### src/rtl/phycr_pkg.sv
package phycr_pkg;
  // handshake register addresses inside the SERDES control space
  localparam logic [15:0] HS_CTL = 16'h80A0;
  localparam logic [15:0] HS_ADR = 16'h80A1;
  localparam logic [15:0] HS_DAT = 16'h80A2;
  // window select register and window geometry
  localparam logic [11:0] SEL_OFS   = 12'h800;
  localparam int          WIN_IDX_W = 9;
  // control register write values
  localparam logic [1:0]  KICK_RD   = 2'b01;
  localparam logic [1:0]  KICK_WR   = 2'b11;

  typedef enum logic [2:0] {
    ST_POLL_IN, ST_PUT_ADDR, ST_PUT_DATA, ST_KICK, ST_POLL_OUT, ST_GET_DATA
  } step_t;

  typedef enum logic [2:0] {
    PH_IDLE, PH_SEL, PH_ACC, PH_RWAIT, PH_GAP
  } phase_t;
endpackage

### src/rtl/phycr_winfmt.sv
module phycr_winfmt
  import phycr_pkg::*;
#(
  parameter int DEV_W  = 5,
  parameter int ADDR_W = 16,
  parameter int BUS_W  = 32,
  parameter int OFS_W  = 12
) (
  input  logic [DEV_W-1:0]  dev,
  input  logic [ADDR_W-1:0] reg_addr,
  output logic [BUS_W-1:0]  sel_word,
  output logic [OFS_W-1:0]  win_ofs
);
  localparam int PAGE_W = ADDR_W - WIN_IDX_W;

  // device above page, zero extended to the bus width
  assign sel_word = BUS_W'({dev, reg_addr[ADDR_W-1 -: PAGE_W]});
  // 32-bit word spacing inside the window
  assign win_ofs  = OFS_W'({reg_addr[WIN_IDX_W-1:0], 2'b00});
endmodule

### src/rtl/phycr_pace.sv
module phycr_pace #(
  parameter int POLL_GAP   = 250,
  parameter int POLL_LIMIT = 16
) (
  input  logic clk,
  input  logic rst,
  input  logic arm,        // busy seen, start an interval
  input  logic tries_clr,  // new poll phase
  output logic gap_done,
  output logic last_try
);
  localparam int GAP_W = $clog2(POLL_GAP + 1);
  localparam int CNT_W = $clog2(POLL_LIMIT + 1);

  logic [GAP_W-1:0] gap_cnt;
  logic             gap_on;
  logic [CNT_W-1:0] tries;

  assign gap_done = gap_on && (gap_cnt == '0);
  assign last_try = (tries == CNT_W'(POLL_LIMIT - 1));

  always_ff @(posedge clk) begin
    if (rst) begin
      gap_cnt <= '0;
      gap_on  <= 1'b0;
    end else if (arm) begin
      gap_cnt <= GAP_W'(POLL_GAP - 1);
      gap_on  <= 1'b1;
    end else if (gap_done) begin
      gap_on  <= 1'b0;
    end else if (gap_on) begin
      gap_cnt <= gap_cnt - GAP_W'(1);
    end
  end

  always_ff @(posedge clk) begin
    if (rst || tries_clr) tries <= '0;
    else if (arm)         tries <= tries + CNT_W'(1);
  end
endmodule

### src/rtl/phycr_seq.sv
module phycr_seq
  import phycr_pkg::*;
#(
  parameter int DEV_W  = 5,
  parameter int ADDR_W = 16,
  parameter int DATA_W = 16,
  parameter int BUS_W  = 32,
  parameter int OFS_W  = 12
) (
  input  logic              clk,
  input  logic              rst,
  input  logic              req_valid,
  output logic              req_ready,
  input  logic [DEV_W-1:0]  req_dev,
  input  logic [ADDR_W-1:0] req_addr,
  input  logic [DATA_W-1:0] req_wdata,
  input  logic              req_write,
  output logic              done,
  output logic [DATA_W-1:0] rdata,
  output logic              timeout,
  output logic              bus_wr,
  output logic              bus_rd,
  output logic [OFS_W-1:0]  bus_offset,
  output logic [BUS_W-1:0]  bus_wdata,
  input  logic [DATA_W-1:0] rd_word,
  output logic [DEV_W-1:0]  win_dev,
  output logic [ADDR_W-1:0] win_reg,
  input  logic [BUS_W-1:0]  sel_word,
  input  logic [OFS_W-1:0]  win_ofs,
  input  logic              gap_done,
  input  logic              last_try,
  output logic              arm,
  output logic              tries_clr
);
  phase_t            phase;
  step_t             step;
  logic [DEV_W-1:0]  r_dev;
  logic [ADDR_W-1:0] r_addr;
  logic [DATA_W-1:0] r_wdata;
  logic              r_write;
  logic              step_rd, step_poll, busy_seen, accept;
  logic [BUS_W-1:0]  acc_data;

  assign step_poll = (step == ST_POLL_IN) || (step == ST_POLL_OUT);
  assign step_rd   = step_poll || (step == ST_GET_DATA);
  assign busy_seen = rd_word[0];
  assign accept    = req_valid && req_ready;
  assign win_dev   = r_dev;

  always_comb begin
    case (step)
      ST_PUT_ADDR:              win_reg = ADDR_W'(HS_ADR);
      ST_PUT_DATA, ST_GET_DATA: win_reg = ADDR_W'(HS_DAT);
      default:                  win_reg = ADDR_W'(HS_CTL);
    endcase
    case (step)
      ST_PUT_ADDR: acc_data = BUS_W'(r_addr);
      ST_PUT_DATA: acc_data = BUS_W'(r_wdata);
      ST_KICK:     acc_data = r_write ? BUS_W'(KICK_WR) : BUS_W'(KICK_RD);
      default:     acc_data = '0;
    endcase
  end

  // bus strobes decoded from registered phase and step
  assign bus_wr     = (phase == PH_SEL) || ((phase == PH_ACC) && !step_rd);
  assign bus_rd     = (phase == PH_ACC) && step_rd;
  assign bus_offset = (phase == PH_SEL) ? OFS_W'(SEL_OFS) :
                      (phase == PH_ACC) ? win_ofs : '0;
  assign bus_wdata  = (phase == PH_SEL) ? sel_word :
                      (phase == PH_ACC) ? acc_data : '0;

  assign arm       = (phase == PH_RWAIT) && step_poll && busy_seen && !last_try;
  assign tries_clr = accept || ((phase == PH_ACC) && (step == ST_KICK));

  always_ff @(posedge clk) begin
    if (rst) begin
      phase     <= PH_IDLE;
      step      <= ST_POLL_IN;
      req_ready <= 1'b1;
      done      <= 1'b0;
      timeout   <= 1'b0;
      rdata     <= '0;
      r_dev     <= '0;
      r_addr    <= '0;
      r_wdata   <= '0;
      r_write   <= 1'b0;
    end else begin
      done    <= 1'b0;
      timeout <= 1'b0;
      case (phase)
        PH_IDLE: if (accept) begin
          r_dev     <= req_dev;
          r_addr    <= req_addr;
          r_wdata   <= req_wdata;
          r_write   <= req_write;
          rdata     <= '0;
          step      <= ST_POLL_IN;
          phase     <= PH_SEL;
          req_ready <= 1'b0;
        end
        PH_SEL: phase <= PH_ACC;
        PH_ACC: begin
          phase <= step_rd ? PH_RWAIT : PH_SEL;
          case (step)
            ST_PUT_ADDR: step <= r_write ? ST_PUT_DATA : ST_KICK;
            ST_PUT_DATA: step <= ST_KICK;
            ST_KICK: begin
              if (r_write) begin
                phase     <= PH_IDLE;
                done      <= 1'b1;
                req_ready <= 1'b1;
              end else begin
                step <= ST_POLL_OUT;
              end
            end
            default: ;
          endcase
        end
        PH_RWAIT: begin
          if (step == ST_GET_DATA) begin
            rdata     <= rd_word;
            phase     <= PH_IDLE;
            done      <= 1'b1;
            req_ready <= 1'b1;
          end else if (busy_seen) begin
            if (last_try) begin
              timeout   <= 1'b1;
              phase     <= PH_IDLE;
              done      <= 1'b1;
              req_ready <= 1'b1;
            end else begin
              phase <= PH_GAP;
            end
          end else begin
            step  <= (step == ST_POLL_IN) ? ST_PUT_ADDR : ST_GET_DATA;
            phase <= PH_SEL;
          end
        end
        PH_GAP: if (gap_done) phase <= PH_SEL;
        default: phase <= PH_IDLE;
      endcase
    end
  end
endmodule

### src/rtl/phycr_access.sv
module phycr_access #(
  parameter int DEV_W      = 5,
  parameter int ADDR_W     = 16,
  parameter int DATA_W     = 16,
  parameter int BUS_W      = 32,
  parameter int OFS_W      = 12,
  parameter int POLL_GAP   = 250,
  parameter int POLL_LIMIT = 16
) (
  input  logic              clk,
  input  logic              rst,
  input  logic              req_valid,
  output logic              req_ready,
  input  logic [DEV_W-1:0]  req_dev,
  input  logic [ADDR_W-1:0] req_addr,
  input  logic [DATA_W-1:0] req_wdata,
  input  logic              req_write,
  output logic              done,
  output logic [DATA_W-1:0] rdata,
  output logic              timeout,
  output logic              bus_wr,
  output logic              bus_rd,
  output logic [OFS_W-1:0]  bus_offset,
  output logic [BUS_W-1:0]  bus_wdata,
  input  logic [BUS_W-1:0]  bus_rdata
);
  logic [DEV_W-1:0]  win_dev;
  logic [ADDR_W-1:0] win_reg;
  logic [BUS_W-1:0]  sel_word;
  logic [OFS_W-1:0]  win_ofs;
  logic              gap_done, last_try, arm, tries_clr;
  logic              rdata_hi_unused;

  assign rdata_hi_unused = ^bus_rdata[BUS_W-1:DATA_W];

  phycr_winfmt #(.DEV_W(DEV_W), .ADDR_W(ADDR_W), .BUS_W(BUS_W), .OFS_W(OFS_W)) u_fmt (
    .dev(win_dev), .reg_addr(win_reg), .sel_word(sel_word), .win_ofs(win_ofs)
  );

  phycr_pace #(.POLL_GAP(POLL_GAP), .POLL_LIMIT(POLL_LIMIT)) u_pace (
    .clk(clk), .rst(rst), .arm(arm), .tries_clr(tries_clr),
    .gap_done(gap_done), .last_try(last_try)
  );

  phycr_seq #(.DEV_W(DEV_W), .ADDR_W(ADDR_W), .DATA_W(DATA_W), .BUS_W(BUS_W),
              .OFS_W(OFS_W)) u_seq (
    .clk(clk), .rst(rst),
    .req_valid(req_valid), .req_ready(req_ready), .req_dev(req_dev),
    .req_addr(req_addr), .req_wdata(req_wdata), .req_write(req_write),
    .done(done), .rdata(rdata), .timeout(timeout),
    .bus_wr(bus_wr), .bus_rd(bus_rd), .bus_offset(bus_offset), .bus_wdata(bus_wdata),
    .rd_word(bus_rdata[DATA_W-1:0]),
    .win_dev(win_dev), .win_reg(win_reg), .sel_word(sel_word), .win_ofs(win_ofs),
    .gap_done(gap_done), .last_try(last_try), .arm(arm), .tries_clr(tries_clr)
  );
endmodule

### config.mk
export PLATFORM = sky130hd
export DESIGN_NAME = phycr_access
export DESIGN_NICKNAME = d
export VERILOG_FILES = /design/src/rtl/phycr_pkg.sv /design/src/rtl/phycr_winfmt.sv /design/src/rtl/phycr_pace.sv /design/src/rtl/phycr_seq.sv /design/src/rtl/phycr_access.sv
export SDC_FILE = /design/constraint.sdc
export NUM_CORES = 1
export LEC_CHECK = 0
export BUFFER_PORTS_ARGS = -buffer_cell sky130_fd_sc_hd__clkbuf_2
export CAP_MARGIN = 10
export CORE_ASPECT_RATIO = 1.5
export CORE_MARGIN = 2
export CORE_UTILIZATION = 44
export CTS_CLUSTER_DIAMETER = 50
export DETAILED_ROUTE_END_ITERATION = 10
export GPL_TIMING_DRIVEN = 0
export PLACE_DENSITY = 0.76
export SYNTH_ARGS = -nofsm -noshare
export SYNTH_HDL_FRONTEND = slang
export SYNTH_SLANG_ARGS = --single-unit
### constraint.sdc
create_clock -name clk -period 1.9 [get_ports clk]
set_clock_uncertainty 0.1 [all_clocks]
set_input_delay 0.285 -clock clk [delete_from_list [all_inputs] [get_ports clk]]
set_output_delay 0.285 -clock clk [all_outputs]
set_load 0.02 [all_outputs]
==> flow_summary.json, run 1 <==
{
  "area_growth_pct": 48.4,
  "synth-edff-count": 0,
  "cp-start-kind": "flop",
  "ant_nets": 0,
  "nNetsFinal": 699,
  "stdcell_count": 732,
  "cts_buffers": 9,
  "initial_core_util": 0.450,
  "vdd_drop_max_uv": 601,
  "grt_pass1_vias": 3672,
  "final_util": 0.668,
  "cts_tree": "built",
  "synthCells": 464,
  "cts_max_level": 3,
  "detail_route.wirelength_mm": 11.5,
  "power.density_nw_per_um2": 859,
  "die_h_um": 115,
  "endpoint_kind": "primary output",
  "hold-path-cell-count": 3,
  "routabilityCongestion": 0.867,
  "hold_buffers": 0,
  "slew_headroom": 0.594,
  "tightest_slew_ns": 0.610,
  "grt_usage": 0.248,
  "p_leak_nw": 2.21,
  "ys.flop_type": "dfxtp_1",
  "cts_buffer_depth": 2,
  "syn_area_um2": 3610,
  "intPower_w": 0.00323,
  "insertion_delay_ns": 0.34,
  "dr.pass1.iters": 5,
  "cp.required_ns": 1.51,
  "timing.fmax_mhz": 483,
  "core_um2": 8010,
  "route.detailed.wl_per_inst_um": 15.7,
  "reg2regPathDepth": 10,
  "dr.first_iter.drc_count": 289,
  "worstPathArrival_ns": 1.68,
  "antenna_found_initial": 0,
  "drive_gt1_frac": 0.394,
  "pwr-share-seq": 0.391,
  "outcome": "finished, violations left",
  "clkTransAtPathRegs_ns": 0.06,
  "combPwrFrac": 0.223,
  "hold_violations": 0,
  "dieArea_um2": 8950,
  "die_w_um": 77.9,
  "io_buffers": 97,
  "min_period_over_period": 1.09,
  "overflow": 0,
  "slew_violations": 0,
  "setup_viol": 27,
  "post_drt_via_cell_ratio": 5.34,
  "grt_pass1_wl_mm": 17.3,
  "hp-class": "input pin to flop",
  "ys_ff_latch": 77,
  "yosysWarnings": 0,
  "synth_cell_types": 47,
  "syn_area_per_cell_um2": 7.77,
  "io_pins": 138,
  "rsz0062_at_grt": "yes",
  "setup_ws_ns": -0.170,
  "holdWs_ns": 0.0601,
  "num_rows": 40,
  "num_antenna_cells": 0,
  "failed_checks": "setup timing",
  "grt_max_degree": 14,
  "cts_num_sinks": 77,
  "power_switching_w": 0.00137,
  "crit_type": "flop to primary output",
  "async_flop_share": 0,
  "period_minus_slack_ns": 2.07,
  "vias": 3909,
  "tns_ns": -3.07,
  "swShare": 0.298,
  "clkPwrFrac": 0.386,
  "maxCapViolCount": 0,
  "dp_hpwl_mm": 6.94,
  "worstPathMaxFanout": 8,
  "cts_root_buf": "clkbuf_16",
  "drc": 0,
  "placed_cells": 688,
  "ys_seq_area_frac": 0.427
}
## per-layer routing
layer | part of all wire | vias to the layer above | routed length [µm] | GRT usage
met5 | 0 | - | 0 | 0
met4 | 0.043 | 0 | 499 | 0.157
met3 | 0.075 | 48 | 859 | 0.0589
met2 | 0.52 | 216 | 6020 | 0.440
met1 | 0.36 | 1809 | 4110 | 0.262
li1 | - | 1836 | - | -
## stage by stage
| stage | power [W] | setup WS [ns] | cell area (µm²) |
|---|---|---|---|
| floorplan | 0.00235 | -0.0272 | 3690 |
| CTS | 0.00447 | -0.197 | 5150 |
| global route | 0.00477 | -0.202 | 5350 |
| finish | 0.00460 | -0.170 | 5350 |
| global placement | 0.00258 | -0.343 | 4310 |
| detailed placement | 0.00259 | -0.372 | 4310 |
## critical path, stage by stage, from the launching register on
cell,delay (ns)
dfxtp_2,0.33
buf_6,0.13
or3_4,0.45
clkbuf_16,0.21
nor2_4,0.10
buf_8,0.12
## placed cells by master, fill, tap and decap left out, types with 3 or more instances in the layout
master,n
nand3_1,20
clkbuf_16,11
buf_8,8
dfxtp_1,69
conb_1,23
xnor2_1,3
a32oi_1,3
o21ai_0,7
buf_4,62
clkbuf_2,78
dfxtp_4,3
nand2_1,111
dfxtp_2,5
a22oi_2,10
a22oi_1,6
nor2_1,18
nor2b_4,3
a21oi_1,68
nor3_4,3
inv_1,3
buf_6,7
nor2_4,9
xor2_1,4
clkbuf_1,12
clkbuf_8,7
o21ai_1,6
## power by group through the flow
stage / clock (W) / combinational (W) / sequential [W]
floorplan: 0 / 0.000546 / 0.00181
finish: 0.00177 / 0.00103 / 0.00180
global placement: 0 / 0.000766 / 0.00181
detailed placement: 0 / 0.000778 / 0.00181
CTS: 0.00177 / 0.000921 / 0.00178
global route: 0.00186 / 0.00111 / 0.00181
## final timing paths
path	from	slack [ns]	to
worst max-delay path	u_seq.phase[0]$_SDFFE_PP0P_	-0.17	bus_wdata[12]
worst min-delay path	req_wdata[11]	0.06	u_seq.r_wdata[11]$_SDFFE_PP0P_
worst max register to register	u_seq.phase[0]$_SDFFE_PP0P_	-0.08	u_seq.rdata[10]$_SDFFE_PP0P_
worst min register to register	u_seq.rdata[14]$_SDFFE_PP0P_	0.35	u_seq.rdata[14]$_SDFFE_PP0P_
## logic make-up after synthesis
group | after synthesis | synth area share
compound gates | 115 | 0.189
xor+xnor | 7 | 0.0170
fa+ha+maj | 4 | 0.0139
buf+inv | 64 | 0.102
flops | 77 | 0.427
mux | 2 | 0.00590
other cells | 1 | 0.00104
simple gates | 194 | 0.243
## layout make-up
cell class	count	area, µm²
Fill cell	657	2660
Multi-Input combinational cell	345	2020
Sequential cell	77	1560
Timing Repair Buffer	131	918
Buffer	50	369
Clock buffer	11	253
Tap cell	105	131
Clock inverter	5	58.8
Inverter	8	40.0
## sequential cells by signal, indices dropped and copies added, names as in the netlist, 3 cells and up
signal,cells
u_seq.r_addr,16
u_seq.r_wdata,16
u_seq.rdata,16
u_pace.gap_cnt,8
u_pace.tries,5
u_seq.win_dev,5
u_seq.phase,3
u_seq.step,3
## synth_stat cells (2+ instances only)
cell / n / area, µm²
a21oi_1: 70 / 350
a22oi_1: 15 / 113
a32oi_1: 3 / 26.3
and2_1: 2 / 12.5
and3_1: 4 / 25.0
buf_2: 9 / 45.0
buf_4: 27 / 203
buf_6: 2 / 22.5
clkbuf_1: 18 / 67.6
dfxtp_1: 77 / 1540
ha_1: 4 / 50.1
inv_1: 5 / 18.8
inv_2: 3 / 11.3
nand2_1: 113 / 424
nand2_2: 2 / 12.5
nand3_1: 21 / 105
nor2_1: 29 / 109
nor2b_1: 5 / 31.3
nor3_1: 3 / 15.0
nor3_2: 3 / 30.0
o21ai_0: 13 / 65.1
o21bai_1: 3 / 22.5
or3_1: 3 / 18.8
or4b_1: 2 / 20.0
xnor2_1: 3 / 26.3
xor2_1: 4 / 35.0
## timing repair
| action | in CTS | in global routing |
|---|---|---|
| setup buffers | 20 | 11 |
| gates cloned | 2 | 1 |
| endpoints found under the hold margin | 0 | 0 |
| gates resized for setup | 93 | 59 |
| pin swaps | 11 | 14 |
| setup endpoints to repair | 25 | 71 |
No activity file was read; power rests on OpenSTA's default activity.
==> run 2: changes to the inputs <==
--- a/config.mk
+++ b/config.mk
@@ -14,6 +14,7 @@
 export DETAILED_ROUTE_END_ITERATION = 10
 export GPL_TIMING_DRIVEN = 0
 export PLACE_DENSITY = 0.76
+export SKIP_CTS_REPAIR_TIMING = 1
 export SYNTH_ARGS = -nofsm -noshare
 export SYNTH_HDL_FRONTEND = slang
 export SYNTH_SLANG_ARGS = --single-unit
==> flow_summary.json, run 2 (same netlist as run 1, synthesis figures left out) <==
{
  "outcome": "finished, violations left",
  "failed_checks": "setup timing",
  "power.density_nw_per_um2": 878,
  "period_minus_slack_ns": 2.14,
  "cp.required_ns": 1.51,
  "endpoint_kind": "primary output",
  "die_w_um": 77.9,
  "r2r_end": "u_seq.rdata[10]$_SDFFE_PP0P_",
  "maxCapViolCount": 0,
  "grt_usage": 0.216,
  "drive_gt1_frac": 0.378,
  "timing.fmax_mhz": 468,
  "n_fill_cell": 690,
  "tightest_slew_ns": 0.595,
  "area_growth_pct": 43.9,
  "io_pins": 138,
  "post_drt_via_cell_ratio": 5.28,
  "die_h_um": 115,
  "dr.first_iter.drc_count": 273,
  "worstPathMaxFanout": 10,
  "setup_viol": 21,
  "core_um2": 8010,
  "clkTransAtPathRegs_ns": 0.06,
  "num_antenna_cells": 0,
  "placed_cells": 688,
  "vdd_drop_max_uv": 612,
  "initial_core_util": 0.450,
  "cts_root_buf": "clkbuf_16",
  "rsz0062_at_grt": "yes",
  "slew_headroom": 0.603,
  "vias": 3824,
  "worstPathArrival_ns": 1.75,
  "rrSetupSlack_ns": 0,
  "nNetsFinal": 691,
  "cts_tree": "built",
  "reg2reg_from": "u_seq.phase[1]$_SDFFE_PP0P_",
  "drc": 0,
  "dp_hpwl_mm": 6.94,
  "stdcell_count": 724,
  "insertion_delay_ns": 0.35,
  "setup_ws_ns": -0.238,
  "cts_buffer_depth": 2,
  "p_leak_nw": 2.15,
  "most-common-layout-cells": "nand2_1 (110), clkbuf_2 (82), dfxtp_1 (70), a21oi_1 (68), buf_4 (50)",
  "min_period_over_period": 1.13,
  "grt_pass1_vias": 3289,
  "crit_type": "flop to primary output",
  "startpoint": "u_seq.step[2]$_SDFFE_PP0P_",
  "cts_buffers": 9,
  "cp-start-kind": "flop",
  "antenna_found_initial": 0,
  "route.detailed.wl_per_inst_um": 14.9,
  "hold_violations": 0,
  "grt_pass1_wl_mm": 15.1,
  "num_rows": 40,
  "endpoint": "bus_wdata[4]",
  "overflow": 0,
  "ant_nets": 0,
  "layout_commonest_cell": "nand2_1",
  "dieArea_um2": 8950,
  "slew_violations": 0,
  "detail_route.wirelength_mm": 10.8,
  "grt_max_degree": 14,
  "dr.pass1.iters": 5,
  "reg2regPathDepth": 9,
  "io_buffers": 97,
  "cts_max_level": 3,
  "top_regs": "u_seq.r_addr: 16 flops, u_seq.r_wdata: 16 flops, u_seq.rdata: 16 flops",
  "hp-class": "input pin to flop",
  "tns_ns": -3.09,
  "routabilityCongestion": 0.867,
  "cts_num_sinks": 77
}
-- run 2: cell types whose count changed in the layout (fill, tap and decap cells not counted), moves of 3 or more --
cell	change
buf_4	-12
nor2_4	-3
a22oi_1	+5
clkbuf_8	-5
nor2_2	+3
a22oi_2	-5
buf_8	-4
clkbuf_2	+4
buf_6	+10
-- run 2: worst min-delay path by stage --
stage                                   start                              to  slack, ns  cells past startpoint
2_1_floorplan                     req_addr[0]    u_seq.r_addr[0]$_SDFFE_PP0P_       0.32                      2
3_3_place_gp      u_seq.rdata[6]$_SDFFE_PP0P_     u_seq.rdata[6]$_SDFFE_PP0P_       0.34                      2
3_5_place_dp   u_seq.r_wdata[14]$_SDFFE_PP0P_  u_seq.r_wdata[14]$_SDFFE_PP0P_       0.35                      2
4_1_cts                         req_wdata[11]  u_seq.r_wdata[11]$_SDFFE_PP0P_       0.06                      3
5_1_grt                           req_addr[6]    u_seq.r_addr[6]$_SDFFE_PP0P_       0.07                      3
6_report                        req_wdata[11]  u_seq.r_wdata[11]$_SDFFE_PP0P_       0.05                      3
-- run 2: final cells by class --
type / instances / area, µm² / area share
plain buffers: 54 / 400 / 0.0771
clock buffers: 11 / 253 / 0.0487
clock inverters: 5 / 58.8 / 0.0113
inverters: 8 / 37.5 / 0.00723
multi-input cells: 345 / 1970 / 0.380
flip-flops and latches: 77 / 1560 / 0.300
well taps: 105 / 131 / 0.0253
repair buffers: 119 / 779 / 0.150
-- run 2: routing by layer --
metal / wire length (µm) / up-vias / GRT usage / share of wire
met5: 0 / - / 0 / 0
met4: 449 / 0 / 0.118 / 0.042
met3: 630 / 40 / 0.0487 / 0.058
met2: 5640 / 164 / 0.378 / 0.52
met1: 4100 / 1800 / 0.242 / 0.38
li1: - / 1820 / - / -
-- run 2: report_power, final --
group | internal [W] | switching, W
combinational | 0.000397 | 0.000592
sequential | 0.00172 | 0.0000699
clock | 0.00109 | 0.000688
total | 0.00321 | 0.00135
-- run 2: per-stage QoR --
step,hold slack [ns],total power [W],worst slack (ns),utilization,cell area [µm²]
floorplan,0.321,0.00235,-0.0272,-,3690
finish,0.0542,0.00456,-0.238,0.648,5190
CTS,0.0612,0.00433,-0.711,0.577,4620
detailed placement,0.346,0.00259,-0.372,0.538,4310
global placement,0.340,0.00258,-0.343,0.538,4310
global route,0.0687,0.00472,-0.262,0.648,5190
-- run 2: worst max-delay path, cell delays in order, from the launching register on --
cell and delay, ns:
dfxtp_1 0.43, or3_4 0.52, clkbuf_16 0.20, nor2_2 0.13, buf_6 0.13
==> run 3: changes to the inputs <==
--- a/config.mk
+++ b/config.mk
@@ -5,15 +5,15 @@
 export SDC_FILE = /design/constraint.sdc
 export NUM_CORES = 1
 export LEC_CHECK = 0
+export ABC_AREA = 0
 export BUFFER_PORTS_ARGS = -buffer_cell sky130_fd_sc_hd__clkbuf_2
-export CAP_MARGIN = 10
 export CORE_ASPECT_RATIO = 1.5
 export CORE_MARGIN = 2
 export CORE_UTILIZATION = 44
 export CTS_CLUSTER_DIAMETER = 50
 export DETAILED_ROUTE_END_ITERATION = 10
 export GPL_TIMING_DRIVEN = 0
-export PLACE_DENSITY = 0.76
+export PLACE_DENSITY_LB_ADDON = 0.3
 export SKIP_CTS_REPAIR_TIMING = 1
 export SYNTH_ARGS = -nofsm -noshare
 export SYNTH_HDL_FRONTEND = slang
==> flow_summary.json, run 3 (same netlist as run 1, synthesis figures left out) <==
{
  "detail_route.wirelength_mm": 10.6,
  "max_stage_delay_ns": 0.45,
  "cts_root_buf": "clkbuf_16",
  "p_leak_nw": 2.14,
  "cpMaxStageDelayCell": "or3_4",
  "setup_viol": 20,
  "area_growth_pct": 43.1,
  "cts_num_sinks": 77,
  "worstPathMaxFanout": 8,
  "reg2reg_from": "u_seq.step[0]$_SDFFE_PP0P_",
  "rsz0062_at_grt": "yes",
  "most-common-layout-cells": "nand2_1 (110), clkbuf_2 (78), dfxtp_1 (70), a21oi_1 (67), buf_4 (59)",
  "dr.pass1.iters": 7,
  "grt_max_degree": 12,
  "hold-path-cell-count": 3,
  "setup_ws_ns": -0.217,
  "vdd_drop_max_uv": 617,
  "vias": 3729,
  "num_rows": 40,
  "period_minus_slack_ns": 2.12,
  "tightest_slew_ns": 0.619,
  "min_period_over_period": 1.11,
  "cts_buffers": 9,
  "ant_nets": 0,
  "failed_checks": "setup timing",
  "reg2regPathDepth": 8,
  "top_regs": "u_seq.r_addr: 16 flops, u_seq.r_wdata: 16 flops, u_seq.rdata: 16 flops",
  "antenna_found_initial": 0,
  "num_antenna_cells": 0,
  "grt_pass1_vias": 3318,
  "final_cell_area_um2": 5160,
  "dp_hpwl_mm": 7.19,
  "crit_type": "flop to primary output",
  "io_pins": 138,
  "maxCapViolCount": 0,
  "cts_tree": "built",
  "power.density_nw_per_um2": 840,
  "hold_violations": 0,
  "crit_cells": 6,
  "cp.required_ns": 1.51,
  "clkTransAtPathRegs_ns": 0.06,
  "drc": 0,
  "worstPathArrival_ns": 1.73,
  "core_um2": 8010,
  "layout_commonest_cell": "nand2_1",
  "nNetsFinal": 694,
  "endpoint_kind": "primary output",
  "drive_gt1_frac": 0.376,
  "path_buf_inv": 3,
  "crit_chain": "inv_2, nand2_4, or3_4, clkbuf_16, nor2_4, buf_6",
  "place_area_um2": 4310,
  "rrSetupSlack_ns": 0.02,
  "r2r_end": "u_seq.step[0]$_SDFFE_PP0P_",
  "outcome": "finished, violations left",
  "initial_core_util": 0.450,
  "hold-path-endpoint": "u_seq.r_addr[13]$_SDFFE_PP0P_",
  "grt_pass1_wl_mm": 15.2,
  "hp-start": "req_addr[13]",
  "cts_buffer_depth": 2,
  "cp-start-kind": "flop",
  "grt_usage": 0.217,
  "critical-path-top-delay-family": "simple AND/OR/NAND/NOR gates",
  "routabilityCongestion": 0.913,
  "dp_slack_ns": -0.369,
  "io_buffers": 97,
  "overflow": 0,
  "hp-class": "input pin to flop",
  "slew_violations": 0,
  "route.detailed.wl_per_inst_um": 14.7,
  "timing.fmax_mhz": 472,
  "insertion_delay_ns": 0.34,
  "post_drt_via_cell_ratio": 5.14,
  "die_h_um": 115,
  "die_w_um": 77.9,
  "dieArea_um2": 8950,
  "slew_headroom": 0.587,
  "dr.first_iter.drc_count": 290,
  "cts_max_level": 3,
  "final_util": 0.644
}
## run 3: worst register-to-register path: stages, from the launching register on
cell and delay (ns):
dfxtp_2 0.32, buf_6 0.12, nor2b_4 0.12, buf_6 0.13
buf_4 0.15, a22oi_2 0.20, a21oi_1 0.12, or3_1 0.37
a21oi_2 0.17
## run 3: how the worst max path moves through the flow
stage / from / to / slack, ns
3_5_place_dp: u_seq.phase[2]$_SDFFE_PP0P_ / bus_wdata[5] / -0.37
3_3_place_gp: u_seq.phase[2]$_SDFFE_PP0P_ / bus_wdata[5] / -0.37
5_1_grt: u_seq.phase[2]$_SDFFE_PP0P_ / bus_wdata[13] / -0.26
2_1_floorplan: u_seq.phase[1]$_SDFFE_PP0P_ / bus_wdata[12] / -0.03
4_1_cts: u_seq.phase[2]$_SDFFE_PP0P_ / bus_wdata[5] / -0.75
6_report: u_seq.phase[2]$_SDFFE_PP0P_ / bus_wdata[12] / -0.22
## run 3: per-layer routing
layer  up-vias  track usage  share of wire
li1       1828            -              -
met1      1709        0.238           0.38
met2       154        0.385           0.52
met3        38       0.0526          0.060
met4         0        0.111          0.039
met5         -            0              0
## run 3: cell type report
cell class / count / area, µm²
clock inverters: 2 / 10.0
fillers: 680 / 2850
clock buffers: 12 / 256
repair buffers: 124 / 816
inverters: 8 / 30.0
plain buffers: 52 / 389
multi-input cells: 345 / 1970
well taps: 105 / 131
flip-flops and latches: 77 / 1560
## run 3: report_power, final
part	internal, W	total (W)	switching, W
logic	0.000401	0.000984	0.000583
clock network	0.000936	0.00156	0.000622
registers	0.00172	0.00179	0.0000697
total	0.00306	0.00433	0.00127
## run 3: per-stage QoR
step	power [W]	instances	TNS [ns]	hold slack, ns
after floorplan	0.00235	486	-0.263	0.321
after global placement	0.00258	688	-4.27	0.340
after detailed placement	0.00260	688	-4.50	0.347
after CTS	0.00415	702	-11.97	0.0597
after global routing	0.00450	725	-4.58	0.0756
final	0.00433	725	-3.10	0.0670
